<file path="config.mk">
export PLATFORM = sky130hd
export DESIGN_NAME = dds_triggered_synth
export DESIGN_NICKNAME = d
export VERILOG_FILES = /design/src/rtl/dds_pkg.sv /design/src/rtl/dds_trig_sync.sv /design/src/rtl/dds_stage_regs.sv /design/src/rtl/dds_phase_acc.sv /design/src/rtl/dds_triggered_synth.sv
export SDC_FILE = /design/constraint.sdc
export NUM_CORES = 1
export LEC_CHECK = 0
export BUFFER_PORTS_ARGS = -buffer_cell sky130_fd_sc_hd__buf_4
export CAP_MARGIN = 20
export CORE_MARGIN = 5
export CORE_UTILIZATION = 30
export CTS_CLUSTER_SIZE = 20
export DETAILED_ROUTE_END_ITERATION = 8
export PLACE_DENSITY_LB_ADDON = 0.08
export SYNTH_ARGS = -nofsm -noshare
export SYNTH_HDL_FRONTEND = slang
export SYNTH_SLANG_ARGS = --single-unit
</file>
<file path="constraint.sdc">
create_clock -name clk -period 2.7 [get_ports clk]
set_input_delay 0.27 -clock clk [delete_from_list [all_inputs] [get_ports clk]]
set_output_delay 0.27 -clock clk [all_outputs]
set_load 0.005 [all_outputs]
</file>
<file path="src/rtl/dds_pkg.sv">
// Shared constants and types of the triggered phase-accumulator synthesizer.
package dds_pkg;
    localparam int ACC_W  = 48;
    localparam int TRIG_N = 8;
    localparam int SEL_W  = $clog2(TRIG_N);

    // Register addresses of the write port.
    typedef enum logic [1:0] {
        REG_WORD  = 2'd0,
        REG_PHASE = 2'd1,
        REG_SRC   = 2'd2
    } reg_addr_e;
endpackage

</file>
<file path="src/rtl/dds_trig_sync.sv">
// Synchronizes each asynchronous trigger line with two flops and flags a
// rising edge for one cycle. Assumes lines are held for at least two cycles.
module dds_trig_sync #(
    parameter int N = dds_pkg::TRIG_N
) (
    input  logic         clk,
    input  logic         rst_n,
    input  logic [N-1:0] trig_in,
    output logic [N-1:0] rise
);
    logic [N-1:0] meta_q, sync_q, prev_q;

    for (genvar i = 0; i < N; i++) begin : g_line
        // Two-flop synchronizer plus delayed copy for edge detection.
        always_ff @(posedge clk) begin
            if (!rst_n) begin
                meta_q[i] <= 1'b0;
                sync_q[i] <= 1'b0;
                prev_q[i] <= 1'b0;
            end else begin
                meta_q[i] <= trig_in[i];
                sync_q[i] <= meta_q[i];
                prev_q[i] <= sync_q[i];
            end
        end
        // One-cycle pulse on a synchronized low-to-high transition.
        assign rise[i] = sync_q[i] & ~prev_q[i];
    end
endmodule

</file>
<file path="src/rtl/dds_stage_regs.sv">
// Staging registers for tuning word and phase, update-source selection and
// the pending flag. Raises do_update when an armed update may be applied.
module dds_stage_regs #(
    parameter int ACC_W  = dds_pkg::ACC_W,
    parameter int TRIG_N = dds_pkg::TRIG_N
) (
    input  logic              clk,
    input  logic              rst_n,
    input  logic              wr_en,
    input  logic [1:0]        wr_addr,
    input  logic [ACC_W-1:0]  wr_data,
    input  logic [TRIG_N-1:0] rise,
    output logic [ACC_W-1:0]  word_shadow,
    output logic [ACC_W-1:0]  phase_shadow,
    output logic              pending,
    output logic              stage_wr,
    output logic              trig_mode,
    output logic              do_update
);
    import dds_pkg::*;
    localparam int SW = $clog2(TRIG_N);

    logic [SW-1:0] line_sel;
    logic          line_rise;

    // Writes to word or phase arm an update.
    assign stage_wr = wr_en && (wr_addr == REG_WORD || wr_addr == REG_PHASE);

    // Edge of the selected trigger line.
    assign line_rise = rise[line_sel];

    // Update fires when armed and the selected source permits it.
    assign do_update = pending && (!trig_mode || line_rise);

    // Register file and pending flag.
    always_ff @(posedge clk) begin
        if (!rst_n) begin
            word_shadow  <= '0;
            phase_shadow <= '0;
            trig_mode    <= 1'b0;
            line_sel     <= '0;
            pending      <= 1'b0;
        end else begin
            if (wr_en) begin
                case (wr_addr)
                    REG_WORD:  word_shadow  <= wr_data;
                    REG_PHASE: phase_shadow <= wr_data;
                    REG_SRC: begin
                        trig_mode <= wr_data[SW];
                        line_sel  <= wr_data[SW-1:0];
                    end
                    default: ;
                endcase
            end
            pending <= stage_wr || (pending && !do_update);
        end
    end
endmodule

</file>
<file path="src/rtl/dds_phase_acc.sv">
// Phase accumulator with running tuning word. On an update the staged word
// becomes active and the accumulator is preloaded with the staged phase.
module dds_phase_acc #(
    parameter int ACC_W = dds_pkg::ACC_W
) (
    input  logic             clk,
    input  logic             rst_n,
    input  logic             do_update,
    input  logic [ACC_W-1:0] word_shadow,
    input  logic [ACC_W-1:0] phase_shadow,
    output logic [ACC_W-1:0] word_active,
    output logic [ACC_W-1:0] acc,
    output logic             clk_out
);
    // Accumulate, or preload on update.
    always_ff @(posedge clk) begin
        if (!rst_n) begin
            acc         <= '0;
            word_active <= '0;
        end else if (do_update) begin
            acc         <= phase_shadow;
            word_active <= word_shadow;
        end else begin
            acc <= acc + word_active;
        end
    end

    // Square output is the accumulator MSB.
    assign clk_out = acc[ACC_W-1];
endmodule

</file>
<file path="src/rtl/dds_triggered_synth.sv">
// Top of the synthesizer: trigger synchronizers, staging registers and
// phase accumulator. Assumes one clock domain for the write port.
module dds_triggered_synth #(
    parameter int ACC_W  = dds_pkg::ACC_W,
    parameter int TRIG_N = dds_pkg::TRIG_N
) (
    input  logic              clk,
    input  logic              rst_n,
    input  logic              wr_en,
    input  logic [1:0]        wr_addr,
    input  logic [ACC_W-1:0]  wr_data,
    input  logic [TRIG_N-1:0] trig_in,
    output logic              clk_out,
    output logic              pending
);
    logic [TRIG_N-1:0] rise;
    logic [ACC_W-1:0]  word_shadow, phase_shadow, word_active, acc;
    logic              stage_wr, trig_mode, do_update;

    dds_trig_sync #(.N(TRIG_N)) u_sync (
        .clk(clk), .rst_n(rst_n), .trig_in(trig_in), .rise(rise)
    );

    dds_stage_regs #(.ACC_W(ACC_W), .TRIG_N(TRIG_N)) u_stage (
        .clk(clk), .rst_n(rst_n), .wr_en(wr_en), .wr_addr(wr_addr),
        .wr_data(wr_data), .rise(rise), .word_shadow(word_shadow),
        .phase_shadow(phase_shadow), .pending(pending), .stage_wr(stage_wr),
        .trig_mode(trig_mode), .do_update(do_update)
    );

    dds_phase_acc #(.ACC_W(ACC_W)) u_acc (
        .clk(clk), .rst_n(rst_n), .do_update(do_update),
        .word_shadow(word_shadow), .phase_shadow(phase_shadow),
        .word_active(word_active), .acc(acc), .clk_out(clk_out)
    );
endmodule

</file>
# ---- Word level (Yosys, flattened, before mapping)
# Cells that the tools add are included.
dict set report op_classes {
  n_addsub 1
  order_cmp 1
  eq_ne 2
  n_mux 3
  bitwise_logic 16
  n_reduce_logical 12
}
# operator n
set op_table {}
lappend op_table {{48-bit adder} 1}
lappend op_table {{48-bit two-way mux} 1}
lappend op_table {{1-bit AND} 8}
lappend op_table {{1-bit inverter} 8}
lappend op_table {{2-bit AND reduction} 3}
lappend op_table {{3-bit by 4-bit < comparator with 1-bit output, second input constant} 1}
lappend op_table {{1-bit binary-select mux with 3-bit select} 1}
lappend op_table {{1-bit logical AND} 3}
lappend op_table {{1-bit logical OR} 3}
lappend op_table {{2-bit by 1-bit == test with 1-bit output, second input constant} 1}
lappend op_table {{2-bit == test, second input constant} 1}
lappend op_table {{1-bit logical NOT} 2}
lappend op_table {{2-bit logical NOT} 1}
lappend op_table {{1-bit two-way mux} 1}
dict set report totals {
  reg_bits 221
  inputBits 61
  wordCells 66
}

# ---- Depth between registers and ports, before layout
# Gate-level depths: netlist of run 1.
dict set report depth {
  depth_word 9
  depth_mapped 12
  ltp_nobuf 12
}

# ---- Modules after synthesis
# From an unflattened synthesis of run 1, not the netlist that was laid out.
dict set report hier_totals {
  cells_unflattened 1256
  hier_area_um2 10955.5
}
# mod instances cells_each area_each_um2
set modules_own_cells {}
lappend modules_own_cells {dds_phase_acc 1 749 6398.6}
lappend modules_own_cells {dds_stage_regs 1 449 3842.4}
lappend modules_own_cells {dds_trig_sync 1 58 714.4}

# ---- Worst setup path before layout of run 1
# Ideal clock, no wire load.
dict set report synth_path {
  path_type {flip-flop to flip-flop}
  start {register u_acc.word_active[0]}
  end {register u_acc.acc[34]}
  arrival_time_ps 2444
  required_ps 2621
  path_slack_ps 177
  path_stages_with_launch 13
  path_cell_list {dfxtp_1 ha_1 inv_1 fa_1 nor2b_2 o2111ai_2 nand2_2 a31oi_4 o31ai_4 a21oi_1 o31ai_1 xnor2_1 a211oi_2}
}
dict set report synth_between {
  elab_chain_len 2
}
# element line
set synth_lines {}
lappend synth_lines {{start: declaration} dds_phase_acc.sv:11} ;# output logic [ACC_W-1:0] word_active,
lappend synth_lines {{start signal: assignment} dds_phase_acc.sv:22} ;# word_active <= word_shadow;
lappend synth_lines {{48-bit adder} dds_phase_acc.sv:24} ;# acc <= acc + word_active;
lappend synth_lines {{48-bit two-way mux} dds_phase_acc.sv:20} ;# end else if (do_update) begin
lappend synth_lines {{end signal: assignment} dds_phase_acc.sv:21} ;# acc <= phase_shadow;
lappend synth_lines {{end signal: assignment} dds_phase_acc.sv:24}
lappend synth_lines {{end: declaration} dds_phase_acc.sv:12} ;# output logic [ACC_W-1:0] acc,
# No other way between the ends.
# A chain may end at the register's enable or synchronous reset.

# ---- Final worst setup path of run 1
dict set report layout_path {
  start {register u_acc.word_active[0]}
  end {register u_acc.acc[32]}
}
# Same word-level chain as after synthesis.

==> results of run 1 <==
flip-flops by register name, indices dropped and copies added (netlist names):
signal	flops
u_acc.acc	48
u_acc.word_active	48
u_stage.phase_shadow	48
u_stage.word_shadow	48
u_sync.meta_q	8
u_sync.prev_q	8
u_sync.sync_q	8
u_stage.line_sel	3
u_stage.pending	1
u_stage.trig_mode	1
area by class of cell:
cell class / instances / area (sq um)
flip-flops and latches: 221 / 4427
inverters: 20 / 80.08
repair buffers: 201 / 1748
fillers: 3597 / 20230
clock buffers: 35 / 734.5
multi-input cells: 1001 / 5808
well taps: 448 / 560.5
clock inverters: 9 / 108.9
cell usage after synthesis, types with 3 or more instances:
cell type  number
o21bai_1       12
nor2_1         32
o221ai_1        3
a311oi_1        3
nand2_1       393
buf_2          12
and4_1          3
xnor2_1        21
nor4_1          3
nand4_1         3
and2_1         29
o21ai_1         9
nand2b_1        9
a211oi_1        5
mux2i_1         4
o21ai_0        29
a21o_1         22
nor3_1         11
nand4b_1        3
inv_1          19
a21oi_1       229
or3_1           7
nand3_1        29
dfxtp_1       221
and3_1         14
a31oi_1         8
o21a_1          9
xor2_1         13
o31ai_1         5
o2111ai_1       3
o211ai_1        5
clkbuf_1       61
ha_1           47
buf_1           4
metal layers:
metal	vias to the layer above	part of all wire [%]	global-route usage (%)
met5	-	0	0
met2	106	46	24.46
met3	38	3.2	2.120
met4	0	2.0	3.077
li1	4810	-	-
met1	4250	49	20.37
logic make-up after synthesis:
kind of cell	share of synthesized area, %
mux	0.4993
flops	43.06
buf+inv	3.738
compound gates	21.29
xor+xnor	2.898
simple gates	22.60
fa+ha+maj	5.918
worst register-to-register path, stage by stage (launching register included):
cell and delay (ns):
dfxtp_2 0.34, ha_4 0.16, inv_2 0.05, fa_2 0.20, nor2b_2 0.05, o2111ai_2 0.28
a31oi_4 0.13, o2111ai_2 0.24, nand3b_1 0.16, buf_4 0.16, o21a_1 0.17, o21a_1 0.16
or3_4 0.37, a21oi_2 0.11
worst max-delay path by stage:
stage,to,from,cells after the start
floorplan,u_acc.acc[34],u_acc.word_active[0],12
global placement,u_acc.acc[44],u_acc.word_active[21],11
detailed placement,u_acc.acc[40],u_acc.word_active[0],12
CTS,u_acc.acc[40],u_acc.word_active[0],12
global route,u_acc.acc[32],u_acc.word_active[0],13
finish,u_acc.acc[32],u_acc.word_active[0],13
power by group:
group / total [mW] / switching, mW / leakage (nW) / internal [mW]
registers: 3.39 / 0.0412 / 1.79 / 3.34
logic: 0.507 / 0.275 / 3.06 / 0.232
clock network: 3.48 / 1.40 / 0.416 / 2.08
metrics by stage:
stage                     setup TNS [ns]  util, %
after global routing             -0.3976    39.96
final                                  0    39.96
after floorplan                        0        -
after detailed placement         -0.1583    34.58
after global placement          -0.01321    34.58
after CTS                      -0.002724    38.85
what timing repair did:
action / CTS / global route
pin swaps: 6 / 21
setup endpoints to repair: 8 / 25
hold endpoints to repair: 108 / 0
resized for setup: 6 / 56
hold buffers: 56 / 0
buffers inserted: 1 / 7
cell usage in the layout (no fill, tap or decap), types with 5 or more instances in the layout:
cell and count:
a21o_1 22, a21oi_1 217, a21oi_2 11, a31oi_1 6, and2_1 28, and3_1 13, buf_12 6, buf_4 137
clkbuf_16 26, clkbuf_8 5, clkinv_2 5, dfxtp_1 219, dlygate4sd3_1 56, ha_1 37, ha_4 7, inv_1 18
nand2_1 392, nand2b_1 8, nand3_1 26, nor2_1 30, nor3_1 9, o211ai_1 5, o21a_1 9, o21ai_0 25
o21ai_1 8, o21bai_1 11, or3_1 6, xnor2_1 20, xor2_1 13
==> metrics.txt, run 1 <==
status=completed; vias in the first global route=9129; post-route ant nets=0; library cells used by synthesis=67; Die Y-Extent=195.1 um; relative max-transition margin=57.01%; Worst Path Buf+Inv=2; top cell type's share of synthesized area=43.06%; # H-tree levels=1; ys async rst share=0%; Tmin final=2.665 ns; Initial Utilization=30.49%; Worst Setup End Kind=register; core footprint=33700 sq um; WP data arrival=3.14 ns; synthesized area per cell=7.784 sq um; CP top delay family=compound AO/OA/AOI/OAI gates; hold slack=0.1513 ns; slowest CP cell=or3_4; Crit Path Category=reg2reg; Highest Clock Rate=375.2 MHz; synthesized area=10270 sq um; GP Congestion=0.8366; Worst Slack Setup Final=0.03486 ns; CTS Buffer Depth=3; CTS Root Cell=clkbuf_16; die area=38050 sq um; # rows=67; Seq/Total Area, Yosys=43.06%; worst reg-to-reg path cell count=13; clk_lat worst skew=0.54 ns; fin crit share=98.71%; IO Port Bufs=62; Worst EP required=3.17 ns; WHS Endpoint=u_acc.acc[36]; pre-CTS WS=-0.1108 ns; Synthesized Nets=1429; critical-path cell list=ha_4 -> inv_2 -> fa_2 -> nor2b_2 -> o2111ai_2 -> a31oi_4 -> o2111ai_2 -> nand3b_1 -> buf_4 -> o21a_1 -> o21a_1 -> or3_4 -> a21oi_2; setup violators final=0; startpoint types=register; final instance area=13470 sq um; PnR Total Power=7.376 mW; synthesized flop and latch total=221; Worst-Margin Slew=0.6448 ns; first-pass GRT wire length=47670 um; WL per Instance=15.02 um; largest net degree at the start of global routing=142; vias post-DR=9204; Post-synth EDFFs=0; Die X-Extent=195.1 um; initial antenna violation count=0; TritonCTS buffer count=26; gr ovfl total=0; fraction of layout cells with a size suffix above 1=17.15%; Slew Limit Fails=0; IO Pins=63; worst r2r dst=u_acc.acc[32]; Reg clk slew, reported paths=0.07 ns; Placed Area=11650 sq um; ys flop type=dfxtp_1; power per cell area=547.7 nW/um^2; hold path cells=3; Clock Skews=0.009854 ns; # diodes=0; Synth area leaders=dfxtp_1, nand2_1, a21oi_1; final cell count without fillers=1935; hold_sp=rst_n; max incr delay on CP=0.37 ns; Syn. warnings=0; gr usage total=14.69%; 1st-iter DRT viols=426; R2R Path Start=u_acc.word_active[0]; Max VDD drop=0.4121 mV; placed insts=1826; Max Cap Viol=0; P_leak=5.265 nW; via-per-instance ratio=4.757; Hold WC Path Type=in2reg; hpwl dp=20270 um; cells after synthesis=1320; Fin. Hold Viols=0; drt first pass iters=5; CTS tree=built; Sink Count=221; area grow syn2layout=31.06%; CP max FO=3; drc violations=0; RSZ-0062 raised after global routing=true; nets=1580; most area-hungry cell type in the Yosys netlist=dfxtp_1; Total Wirelength=29060 um; flop-to-flop setup slack=0.03 ns
Note: power is estimated with default switching activity, not from simulation.
==> run 2: changes to the inputs <==
--- a/config.mk
+++ b/config.mk
@@ -5,6 +5,7 @@
 export SDC_FILE = /design/constraint.sdc
 export NUM_CORES = 1
 export LEC_CHECK = 0
+export ABC_AREA = 1
 export BUFFER_PORTS_ARGS = -buffer_cell sky130_fd_sc_hd__buf_4
 export CAP_MARGIN = 20
 export CORE_MARGIN = 5
==> run 2 against run 1 <==
Compared with the run above: via count rose by 19%; sequential power grew 5%; combinational power is 130% higher; clock power grew 4%; largest cell class unchanged; sequential share of layout area down 1.6 points; worst hold slack lost 0.11 ns; final cell count grew 29%; clock skew is 0.0079 ns higher; count of clock-buffer cells in the layout grew 3; utilization decreased by 3.5 points.
==> metrics.txt, run 2 <==
IO Pins=63 (unchanged); CP top delay family=simple AND/OR/NAND/NOR gates; Hold WC Path Type=in2reg; most common cell in the netlist=nand2_1; CTS tree=built; WL per Instance=14.43 um (-3.9%); relative max-transition margin=56.21% (-0.81 points); P_leak=7.098 nW (+35%); Reg clk slew, reported paths=0.06 ns (about the same); Synth area leaders=dfxtp_1, nand2_1, inv_1; core footprint=38740 sq um (+15%); startpoint types=register; pre-CTS WS=0.2833 ns (+0.3941 ns); commonest non-fill, non-tap cell in the layout=nand2_1; setup violators final=0 (unchanged); nets=2059 (+30%); Initial Utilization=30.36% (-0.13 points); Post-CTS Setup Bufs=0 (-1); initial antenna violation count=2 (+2); synthesized area=11760 sq um (+14%); cells after synthesis=1860 (+41%); clk_lat worst skew=0.54 ns (about the same); TritonCTS buffer count=26 (unchanged); Crit Path Category=reg2reg; most area-hungry cell type in the Yosys netlist=dfxtp_1; Die X-Extent=208 um (+6.6%); fraction of layout cells with a size suffix above 1=6.041% (-11 points); commonest cells after routing, fill and taps aside=nand2_1, inv_1, nor2_1, dfxtp_1, o21ai_0; Syn. warnings=0 (unchanged); GP Congestion=0.8977 (+7.3%); CTS Root Cell=clkbuf_16; IO Port Bufs=62 (unchanged); Slew Limit Fails=0 (unchanged); Worst Path Buf+Inv=2 (unchanged); critical-path cell list=ha_1 -> inv_1 -> fa_1 -> inv_1 -> nand3_1 -> nand2_1 -> nand2_1 -> nand2_1 -> nand2_1 -> nand3_1 -> nand2_1 -> nand3_1 -> nand2_1 -> nor2_1 -> nor2_1; library cells used by synthesis=30 (-55%); setup TNS=0 ns (unchanged); # H-tree levels=1 (unchanged); Worst EP required=3.13 ns (-0.04 ns); worst reg-to-reg path cell count=15 (+2); first-pass GRT wire length=58550 um (+23%); max incr delay on CP=0.41 ns (+0.04 ns); slowest CP cell=fa_1; vias in the first global route=11050 (+21%); Sink Count=221 (unchanged); Worst Slack Setup Final=0.3326 ns (+0.2977 ns); largest net degree at the start of global routing=83 (-42%); die area=43260 sq um (+14%); Max VDD drop=0.3215 mV (-22%); Total Wirelength=35930 um (+24%); CP max FO=4 (+1); post-route ant nets=0 (unchanged); via-per-instance ratio=4.410 (-7.3%); hold path cells=3 (unchanged); area grow syn2layout=20.19%; Fin. Hold Viols=0 (unchanged); CTS Buffer Depth=3 (unchanged); WP data arrival=2.80 ns (-0.34 ns); WP depth=15 (+2); Seq/Total Area, Yosys=37.62% (-5.4 points); gr ovfl total=0 (unchanged); synthesized area per cell=6.323 sq um (-19%); vias post-DR=10980 (+19%); Clock Skews=0.01775 ns (+0.007900 ns); power per cell area=590.5 nW/um^2 (+7.8%); Tmin final=2.367 ns (-0.2977 ns); Die Y-Extent=208 um (+6.6%); # rows=72 (+7.5%); status=completed; top cell type's share of synthesized area=37.62% (-5.4 points); Worst-Margin Slew=0.6569 ns (+0.01208 ns); synthesized flop and latch total=221 (unchanged); hpwl dp=27120 um (+34%); ys async rst share=0% (unchanged); drt first pass iters=5 (unchanged); RSZ-0062 raised after global routing=false; Highest Clock Rate=422.4 MHz (+13%); drc violations=0 (unchanged); utilization after layout=36.49% (-3.5 points); Worst Setup End Kind=register; synth cell count leaders=nand2_1, inv_1, nor2_1, dfxtp_1, o21ai_0; Synthesized Nets=1969 (+38%); fin crit share=87.68% (-11 points); Max Cap Viol=0 (unchanged); Post-synth EDFFs=0 (unchanged); most used cell, CP=nand2_1; 1st-iter DRT viols=523 (+23%); ys flop type=dfxtp_1; gr usage total=16.47% (+1.8 points)
run 2: stage by stage:
stage          cell area [sq um]  hold WS [ns]  cells  power [mW]
2_1_floorplan              11760        0.3676   1860       4.375
3_3_place_gp               12690        0.3930   2385       4.735
3_5_place_dp               12690        0.3981   2385       4.740
4_1_cts                    14130      0.002579   2488       8.508
5_1_grt                    14140       0.01979   2489       8.814
6_report                   14140       0.03925   2489       8.348
run 2: layout make-up:
| type | count | area (sq um) |
|---|---|---|
| antenna | 1 | 2.502 |
| clock buffer | 38 | 757.0 |
| clock inverter | 10 | 133.9 |
| fill | 4418 | 24600 |
| inverter | 343 | 1287 |
| multi-input combinational | 1232 | 5746 |
| sequential | 221 | 4424 |
| tap | 518 | 648.1 |
| timing repair buffer | 126 | 1137 |
run 2: logic make-up (layout without fill, tap and decap cells):
| kind of cell | Yosys count | after routing | synth area share [%] |
|---|---|---|---|
| buffers and inverters | 407 | 517 | 13.66 |
| flip-flops | 221 | 221 | 37.62 |
| AO/OA/AOI/OAI | 304 | 304 | 13.22 |
| other | 0 | 1 | 0 |
| adder cells (fa/ha/maj) | 48 | 48 | 5.170 |
| XOR/XNOR | 18 | 18 | 1.340 |
| AND/OR/NAND/NOR | 862 | 862 | 28.99 |
run 2: metal layers:
metal	part of all wire, %	up-vias	GRT usage, %
met3	3.2	59	2.064
met4	2.8	0	4.892
met1	50	4886	23.10
met2	44	143	26.62
li1	-	5889	-
met5	0	-	0
run 2: timing repair:
action / in CTS / in global routing
resized for setup: 0 / 0
hold buffers: 55 / 0
hold endpoints to repair: 62 / 0
run 2: path summary, 6_finish.rpt:
kind	startpoint	end	slack, ns
worst min-delay path	wr_data[37]	u_stage.word_shadow[37]	0.04
worst max register to register	u_acc.word_active[0]	u_acc.acc[40]	0.33
worst min register to register	u_sync.meta_q[3]	u_sync.sync_q[3]	0.41
worst max-delay path	u_acc.word_active[0]	u_acc.acc[40]	0.33
run 2: worst register-to-register path: cells and delay by family, from the launching register on:
| family | cells | cell delay, ns |
|---|---|---|
| simple gates | 11 | 1.16 |
| flops | 1 | 0.33 |
| fa+ha+maj | 2 | 0.61 |
| buf+inv | 2 | 0.19 |
run 2: report_power, final:
group	total (mW)	internal, mW	switching, mW
registers	3.57	3.48	0.0930
logic	1.15	0.459	0.691
clock network	3.63	2.23	1.40
